[config.mk]
export PLATFORM = sky130hd
export DESIGN_NAME = splitnib_delay
export DESIGN_NICKNAME = d
export VERILOG_FILES = /design/src/rtl/dly_pkg.sv /design/src/rtl/dly_ctrl.sv /design/src/rtl/dly_chain.sv /design/src/rtl/dly_lane_sel.sv /design/src/rtl/splitnib_delay.sv
export SDC_FILE = /design/constraint.sdc
export NUM_CORES = 1
export LEC_CHECK = 0
export BUFFER_PORTS_ARGS = -buffer_cell sky130_fd_sc_hd__buf_4
export CELL_PAD_IN_SITES_DETAIL_PLACEMENT = 0
export CELL_PAD_IN_SITES_GLOBAL_PLACEMENT = 1
export CORE_AREA = 2 2 92 117
export CTS_CLUSTER_SIZE = 8
export DETAILED_ROUTE_END_ITERATION = 8
export DIE_AREA = 0 0 94 119
export PLACE_DENSITY = 0.85
export SLEW_MARGIN = 5
export SYNTH_ARGS = -nofsm -noshare
export SYNTH_HDL_FRONTEND = slang
export SYNTH_HIERARCHICAL = 1
export SYNTH_SLANG_ARGS = --single-unit
[constraint.sdc]
create_clock -name clk -period 3.1 [get_ports clk]
set_input_delay 0.62 -clock clk [delete_from_list [all_inputs] [get_ports clk]]
set_output_delay 0.62 -clock clk [all_outputs]
set_load 0.05 [all_outputs]
[src/rtl/dly_pkg.sv]
package dly_pkg;
    localparam int DEF_LANE_W = 4;
    localparam int DEF_LANES  = 2;
    localparam int DEF_CODE_W = 4;
    // input register + output register + first chain stage
    localparam int MIN_LEN    = 3;

    typedef enum logic {
        MODE_EVEN  = 1'b0,
        MODE_SPLIT = 1'b1
    } dly_mode_e;
endpackage

[src/rtl/dly_ctrl.sv]
module dly_ctrl
    import dly_pkg::*;
#(
    parameter int CODE_W = DEF_CODE_W
) (
    input  logic              clk,
    input  logic              rst,
    input  logic [CODE_W-1:0] code_i,
    input  logic              mode_i,
    output logic [CODE_W-1:0] code_o,
    output dly_mode_e         mode_o
);
    typedef struct packed {
        logic [CODE_W-1:0] code;
        dly_mode_e         mode;
    } ctrl_s;

    ctrl_s ctrl_d, ctrl_q;

    always_comb begin
        ctrl_d.code = code_i;
        ctrl_d.mode = dly_mode_e'(mode_i);
        if (rst) begin
            ctrl_d.code = '0;
            ctrl_d.mode = MODE_EVEN;
        end
    end

    always_ff @(posedge clk) begin
        ctrl_q <= ctrl_d;
    end

    assign code_o = ctrl_q.code;
    assign mode_o = ctrl_q.mode;

    // reset leaves the control registers idle
    a_r7_ctrl_idle: assert property (@(posedge clk)
        rst |=> (code_o == '0 && mode_o == MODE_EVEN));
endmodule

[src/rtl/dly_chain.sv]
module dly_chain #(
    parameter int W     = 8,
    parameter int DEPTH = 16
) (
    input  logic                      clk,
    input  logic [W-1:0]              din,
    output logic [DEPTH-1:0][W-1:0]   taps
);
    typedef struct packed {
        logic [W-1:0]            inr;
        logic [DEPTH-1:0][W-1:0] st;
    } chain_s;

    chain_s chain_d, chain_q;

    always_comb begin
        chain_d.inr   = din;
        chain_d.st[0] = chain_q.inr;
        for (int i = 1; i < DEPTH; i++) begin
            chain_d.st[i] = chain_q.st[i-1];
        end
    end

    // data path carries no reset
    always_ff @(posedge clk) begin
        chain_q <= chain_d;
    end

    assign taps = chain_q.st;
endmodule

[src/rtl/dly_lane_sel.sv]
module dly_lane_sel #(
    parameter int LANE_W = 4,
    parameter int DEPTH  = 16,
    parameter int SEL_W  = $clog2(DEPTH)
) (
    input  logic                           clk,
    input  logic [SEL_W-1:0]               sel_i,
    input  logic [DEPTH-1:0][LANE_W-1:0]   taps_i,
    output logic [LANE_W-1:0]              q_o
);
    typedef struct packed {
        logic [LANE_W-1:0] out;
    } lane_s;

    lane_s lane_d, lane_q;

    always_comb begin
        lane_d.out = taps_i[sel_i];
    end

    always_ff @(posedge clk) begin
        lane_q <= lane_d;
    end

    assign q_o = lane_q.out;
endmodule

[src/rtl/splitnib_delay.sv]
module splitnib_delay
    import dly_pkg::*;
#(
    parameter int LANE_W = DEF_LANE_W,
    parameter int LANES  = DEF_LANES,
    parameter int CODE_W = DEF_CODE_W
) (
    input  logic                     clk,
    input  logic                     rst,
    input  logic [LANE_W*LANES-1:0]  din,
    input  logic [CODE_W-1:0]        len_code,
    input  logic                     split_mode,
    output logic [LANE_W*LANES-1:0]  dout
);
    localparam int W     = LANE_W * LANES;
    localparam int DEPTH = 2 ** CODE_W;

    logic [CODE_W-1:0]       code_q;
    dly_mode_e               mode_q;
    logic [DEPTH-1:0][W-1:0] taps;

    dly_ctrl #(.CODE_W(CODE_W)) i_ctrl (
        .clk    (clk),
        .rst    (rst),
        .code_i (len_code),
        .mode_i (split_mode),
        .code_o (code_q),
        .mode_o (mode_q)
    );

    dly_chain #(.W(W), .DEPTH(DEPTH)) i_chain (
        .clk  (clk),
        .din  (din),
        .taps (taps)
    );

    for (genvar g = 0; g < LANES; g++) begin : g_lane
        logic [DEPTH-1:0][LANE_W-1:0] lane_taps;
        logic [CODE_W-1:0]            sel;
        logic [LANE_W-1:0]            lane_out;

        for (genvar t = 0; t < DEPTH; t++) begin : g_tap
            assign lane_taps[t] = taps[t][g*LANE_W +: LANE_W];
        end

        if (g == LANES - 1) begin : g_top
            assign sel = (mode_q == MODE_SPLIT) ? CODE_W'(DEPTH - 1) : code_q;
        end else begin : g_low
            assign sel = code_q;
        end

        dly_lane_sel #(.LANE_W(LANE_W), .DEPTH(DEPTH), .SEL_W(CODE_W)) i_sel (
            .clk    (clk),
            .sel_i  (sel),
            .taps_i (lane_taps),
            .q_o    (lane_out)
        );

        assign dout[g*LANE_W +: LANE_W] = lane_out;
    end

    // cycles since reset, used only to qualify the checks below
    logic [1:0] warm_q;
    always_ff @(posedge clk) begin
        if (rst)                 warm_q <= '0;
        else if (warm_q != 2'd3) warm_q <= warm_q + 2'd1;
    end

    // shortest code gives three stages end to end
    a_r3_min_len: assert property (@(posedge clk) disable iff (rst)
        (warm_q == 2'd3 && $past(code_q) == '0 && $past(mode_q) == MODE_EVEN)
        |-> dout == $past(din, MIN_LEN));

    // normal mode takes the whole word from the coded tap
    a_r2_even_tap: assert property (@(posedge clk) disable iff (rst)
        (warm_q >= 2'd2 && $past(mode_q) == MODE_EVEN)
        |-> dout == $past(taps[code_q]));

    // split mode pins the upper lane to the last tap
    a_r4_split_upper: assert property (@(posedge clk) disable iff (rst)
        (warm_q >= 2'd2 && $past(mode_q) == MODE_SPLIT)
        |-> dout[W-1 -: LANE_W] == $past(taps[DEPTH-1][W-1 -: LANE_W]));

    // the lower lane follows the code in either mode
    a_r1_lower_lane: assert property (@(posedge clk) disable iff (rst)
        (warm_q >= 2'd2)
        |-> dout[LANE_W-1:0] == $past(taps[code_q][LANE_W-1:0]));
endmodule

Word level (Yosys, flattened, before mapping)

Cells that the tools add are included.

Flip-flop bits (word level): 149
Input bits: 15

Magnitude comparators: 2
Mux-type cells: 5

Operators by type and width:

| cell                                               | number |
|---|---|
| binary-select mux 4 bit (select 4 bit)             | 2 |
| 2-to-1 mux 4 bit                                   | 3 |
| < comparator 4 x 5 -> 1 bit, second input constant | 2 |

Logic depth before layout (Yosys ltp)

Word-level depth: 3
Gate-level depth with buffers: 6
Gate-level depth less buffers: 4

Modules after synthesis

Netlist, hierarchy kept.

Modules (own cells, without submodules):

| module         | times used | cells each | area an instance (um^2) | sequential area each (um^2) |
|---|---|---|---|---|
| dly_chain      | 1          | 256        | 3,623.5                 | 2,722.6 |
| dly_lane_sel   | 2          | 43         | 634.4                   | 80.1 |
| dly_ctrl       | 1          | 10         | 131.4                   | 100.1 |
| splitnib_delay | 1          | 4          | 25.0                    | 0.0 |

Least setup slack after synthesis

OpenSTA, ideal clock, no wires.

Path type: flip-flop to flip-flop
Start point: reg i_ctrl.ctrl_q (netlist bit i_ctrl/mode_o)
End point: reg g_lane[1].i_sel.lane_q (netlist bit g_lane[1].i_sel/q_o[1])
Arrival: 1.413 ns
Required time: 2.977 ns
Path slack: 1.565 ns
Stages on the path, launching flop included: 7
Path buffers: 2
Path through: dfxtp_1 -> or2_1 -> buf_6 -> buf_12 -> mux4_2 -> a22oi_1 -> nand3_1

RTL lines:

| element                | line               | RTL |
|---|---|---|
| from (decl)            | dly_ctrl.sv:18     | `ctrl_s ctrl_d, ctrl_q;` |
| from (signal assigned) | dly_ctrl.sv:30     | `ctrl_q <= ctrl_d;` |
| to (signal assigned)   | dly_lane_sel.sv:22 | `lane_q <= lane_d;` |
| to (decl)              | dly_lane_sel.sv:15 | `lane_s lane_d, lane_q;` |

==> results.sh <==
export IMPL_grt_ovfl_total=0
export IMPL_fmax_mhz=480.1
export IMPL_syn_num_nets=371
export IMPL_grtUsageTotal_pct=12.01
export IMPL_die_area_mm2=0.01119
export IMPL_yosysSeqAreaShare_pct=59.08
export IMPL_vias=1929
export IMPL_cts_buffers=17
export IMPL_final_antenna_net_count=0
export IMPL_dp_slack_ns=0.9914
export IMPL_wl_per_cell_um=14.05
export IMPL_synth_xor_area_share_pct=0
export IMPL_htreeDepth=4
export IMPL_grt_antenna_before_repair=0
export IMPL_synth_seq_cells=149
export IMPL_setup_viol=0
export IMPL_hold_depth=1
export IMPL_ir_drop_uv=466.2
export IMPL_yosysWarnings=6
export IMPL_fin_skew_ns=0.005863
export IMPL_whs_endpoint="i_chain/chain_d[6]"
export IMPL_final_common_cell="dfxtp_1"
export IMPL_grt_pass1_wl_um=9887
export IMPL_die_y_um=119
export IMPL_hold_viol=0
export IMPL_drt_iter0_drc=81
export IMPL_path_class="reg -> reg"
export IMPL_die_width_um=94
export IMPL_synth_area_leaders="dfxtp_1 (59%), buf_4 (18%), mux4_1 (15%)"
export IMPL_routed_via_density=4.637
export IMPL_firstDrtPassIters=4
export IMPL_rr_worst_depth=5
export IMPL_crit_slowest_cell="or2_1"
export IMPL_synth_top_area_share_pct=59.08
export IMPL_final_core_util_pct=48.67
export IMPL_num_rows=42
export IMPL_core_area_mm2=0.01025
export IMPL_worstMarginPinSlew_ns=0.7623
export IMPL_ctsHoldBuffers=0
export IMPL_remaining_drc_errors=0
export IMPL_drive_gt1_share_pct=19.37
export IMPL_layout_common_cells="dfxtp_1 (149), mux4_1 (28), buf_4 (25)"
export IMPL_syn_area_per_cell_um2=14.18
export IMPL_clock_root_buffer="clkbuf_16"
export IMPL_setup_ws_ns=1.017
export IMPL_synth_cell_type_count=14
export IMPL_clkTransAtPathRegs_ns=0.05
export IMPL_p_total_w=0.004251
export IMPL_critPathMaxStageDelay_ns=0.62
export IMPL_r2r_slack_ns=1.02
export IMPL_r2r_end="g_lane[1].i_sel/q_o[1]"
export IMPL_io_pins=23
export IMPL_port_buffers=22
export IMPL_post_cts_buffers=0
export IMPL_power_density_mw_per_mm2=852.4
export IMPL_status="finished clean"
export IMPL_grt_max_degree=18
export IMPL_worstPathMaxFanout=14
export IMPL_gp_congestion=0.7130
export IMPL_power_leakage_nw=2.056
export IMPL_yosys_area_top_type="dfxtp_1"
export IMPL_synth_compound_area_share_pct=1.190
export IMPL_setup_tns_ns=0
export IMPL_synthSimpleGateAreaFrac_pct=3.941
export IMPL_initial_core_util_pct=49.27
export IMPL_dpl_hpwl_um=3589
export IMPL_path_cells="or2_1, buf_4, mux4_2, a22oi_1, nand3_1"
export IMPL_drt_wl_total_um=5845
export IMPL_relSlewSlack_pct=49.18
export IMPL_post_cts_resized=0
export IMPL_netlist_area_mm2=0.005049
export IMPL_final_nets=287
export IMPL_worstHoldStart="din[6]"
export IMPL_rr_startpoint="i_ctrl/mode_o"
export IMPL_netlist_instances=356
export IMPL_cts_tree="yes"
export IMPL_crit_arrival_ns=2.37
export IMPL_clock_latency_ns=0.41
export IMPL_start_kind="flip-flop"
export IMPL_slew_violations=0
export IMPL_rsz0062_at_grt="false"
export IMPL_cts_max_path_buffers=2
export IMPL_grt_pass1_vias=2021
export IMPL_drv_cap=0
export IMPL_period_needed_ns=2.083
export IMPL_cp_top_family="simple AND/OR/NAND/NOR gates"
export IMPL_synth_fa_ha_area_share_pct=0
export IMPL_crit_required_ns=3.39
export IMPL_synth_top_family_by_area="buffers and inverters"
export IMPL_area_growth_pct=-1.214
export IMPL_critPathCaptureType="flip-flop"
export IMPL_antennaDiodeCount=0
export IMPL_whs_ns=0.3148
export IMPL_muxShareOfSynthArea_pct=16.36
export IMPL_critPathBufInv=1
export IMPL_cts_sinks=149
export IMPL_min_period_over_period_pct=67.19
export IMPL_hp_class="in -> reg"
[flip-flops by register name (all words and copies together) (netlist names)]
signal	count
i_ctrl/mode_o	1
i_chain/taps	128
g_lane.i_sel/q_o	8
i_chain/chain_d	8
i_ctrl/code_o	4
[cell type report]
class / instances / area, µm²
fill: 858 / 5260
sequential: 149 / 2983
multi-input combinational: 79 / 1085
clock buffer: 28 / 526.8
timing repair buffer: 25 / 187.7
tap: 132 / 165.2
clock inverter: 3 / 40.04
[cells in the mapped netlist]
library cell	n
a22oi_1	8
buf_12	2
buf_2	2
buf_4	120
buf_6	2
clkbuf_1	2
dfxtp_1	149
mux4_1	28
mux4_2	4
nand2_1	8
nand3_1	16
nor2_1	2
nor2b_1	9
or2_1	4
[through the flow]
step	cell area [µm²]	cells
final	4987	416
after detailed placement	4420	385
after CTS	4987	416
after global routing	4987	416
after global placement	4420	385
after floorplan	5049	356
[per-layer routing]
layer,track usage [%],vias up,share of wire (%)
met3,5.756,14,4.0
met4,6.522,0,2.3
li1,-,950,-
met5,0,-,0
met1,14.59,933,46
met2,17.50,32,48
[logic make-up (layout without fill, tap and decap cells)]
logic type	after synthesis	in the layout
buffers and inverters	128	56
muxes	32	32
and+or+nand+nor	39	39
AOI/OAI and AO/OA	8	8
DFF	149	149
[worst max-delay path by stage]
| stage | cells past startpoint | start | slack, ns | to |
|---|---|---|---|---|
| finish | 5 | i_ctrl/mode_o | 1.02 | g_lane[1].i_sel/q_o[1] |
| global route | 5 | i_ctrl/mode_o | 0.90 | g_lane[1].i_sel/q_o[1] |
| CTS | 5 | i_ctrl/mode_o | 0.97 | g_lane[1].i_sel/q_o[1] |
| detailed placement | 5 | i_ctrl/mode_o | 0.99 | g_lane[1].i_sel/q_o[1] |
| global placement | 5 | i_ctrl/mode_o | 1.08 | g_lane[1].i_sel/q_o[1] |
| floorplan | 6 | i_ctrl/mode_o | 1.56 | g_lane[1].i_sel/q_o[1] |
[where the power goes]
group / total, W / switching, W / internal, W
Combinational: 0.000257 / 0.000135 / 0.000123
Sequential: 0.00208 / 0.0000461 / 0.00203
Clock: 0.00191 / 0.000689 / 0.00123
[worst register-to-register path: stages, from the launching register on]
cell and delay, ns:
dfxtp_1 0.35, or2_1 0.62, buf_4 0.26, mux4_2 0.49
a22oi_1 0.16, nand3_1 0.09
Note: power is estimated with default switching activity, not from simulation.
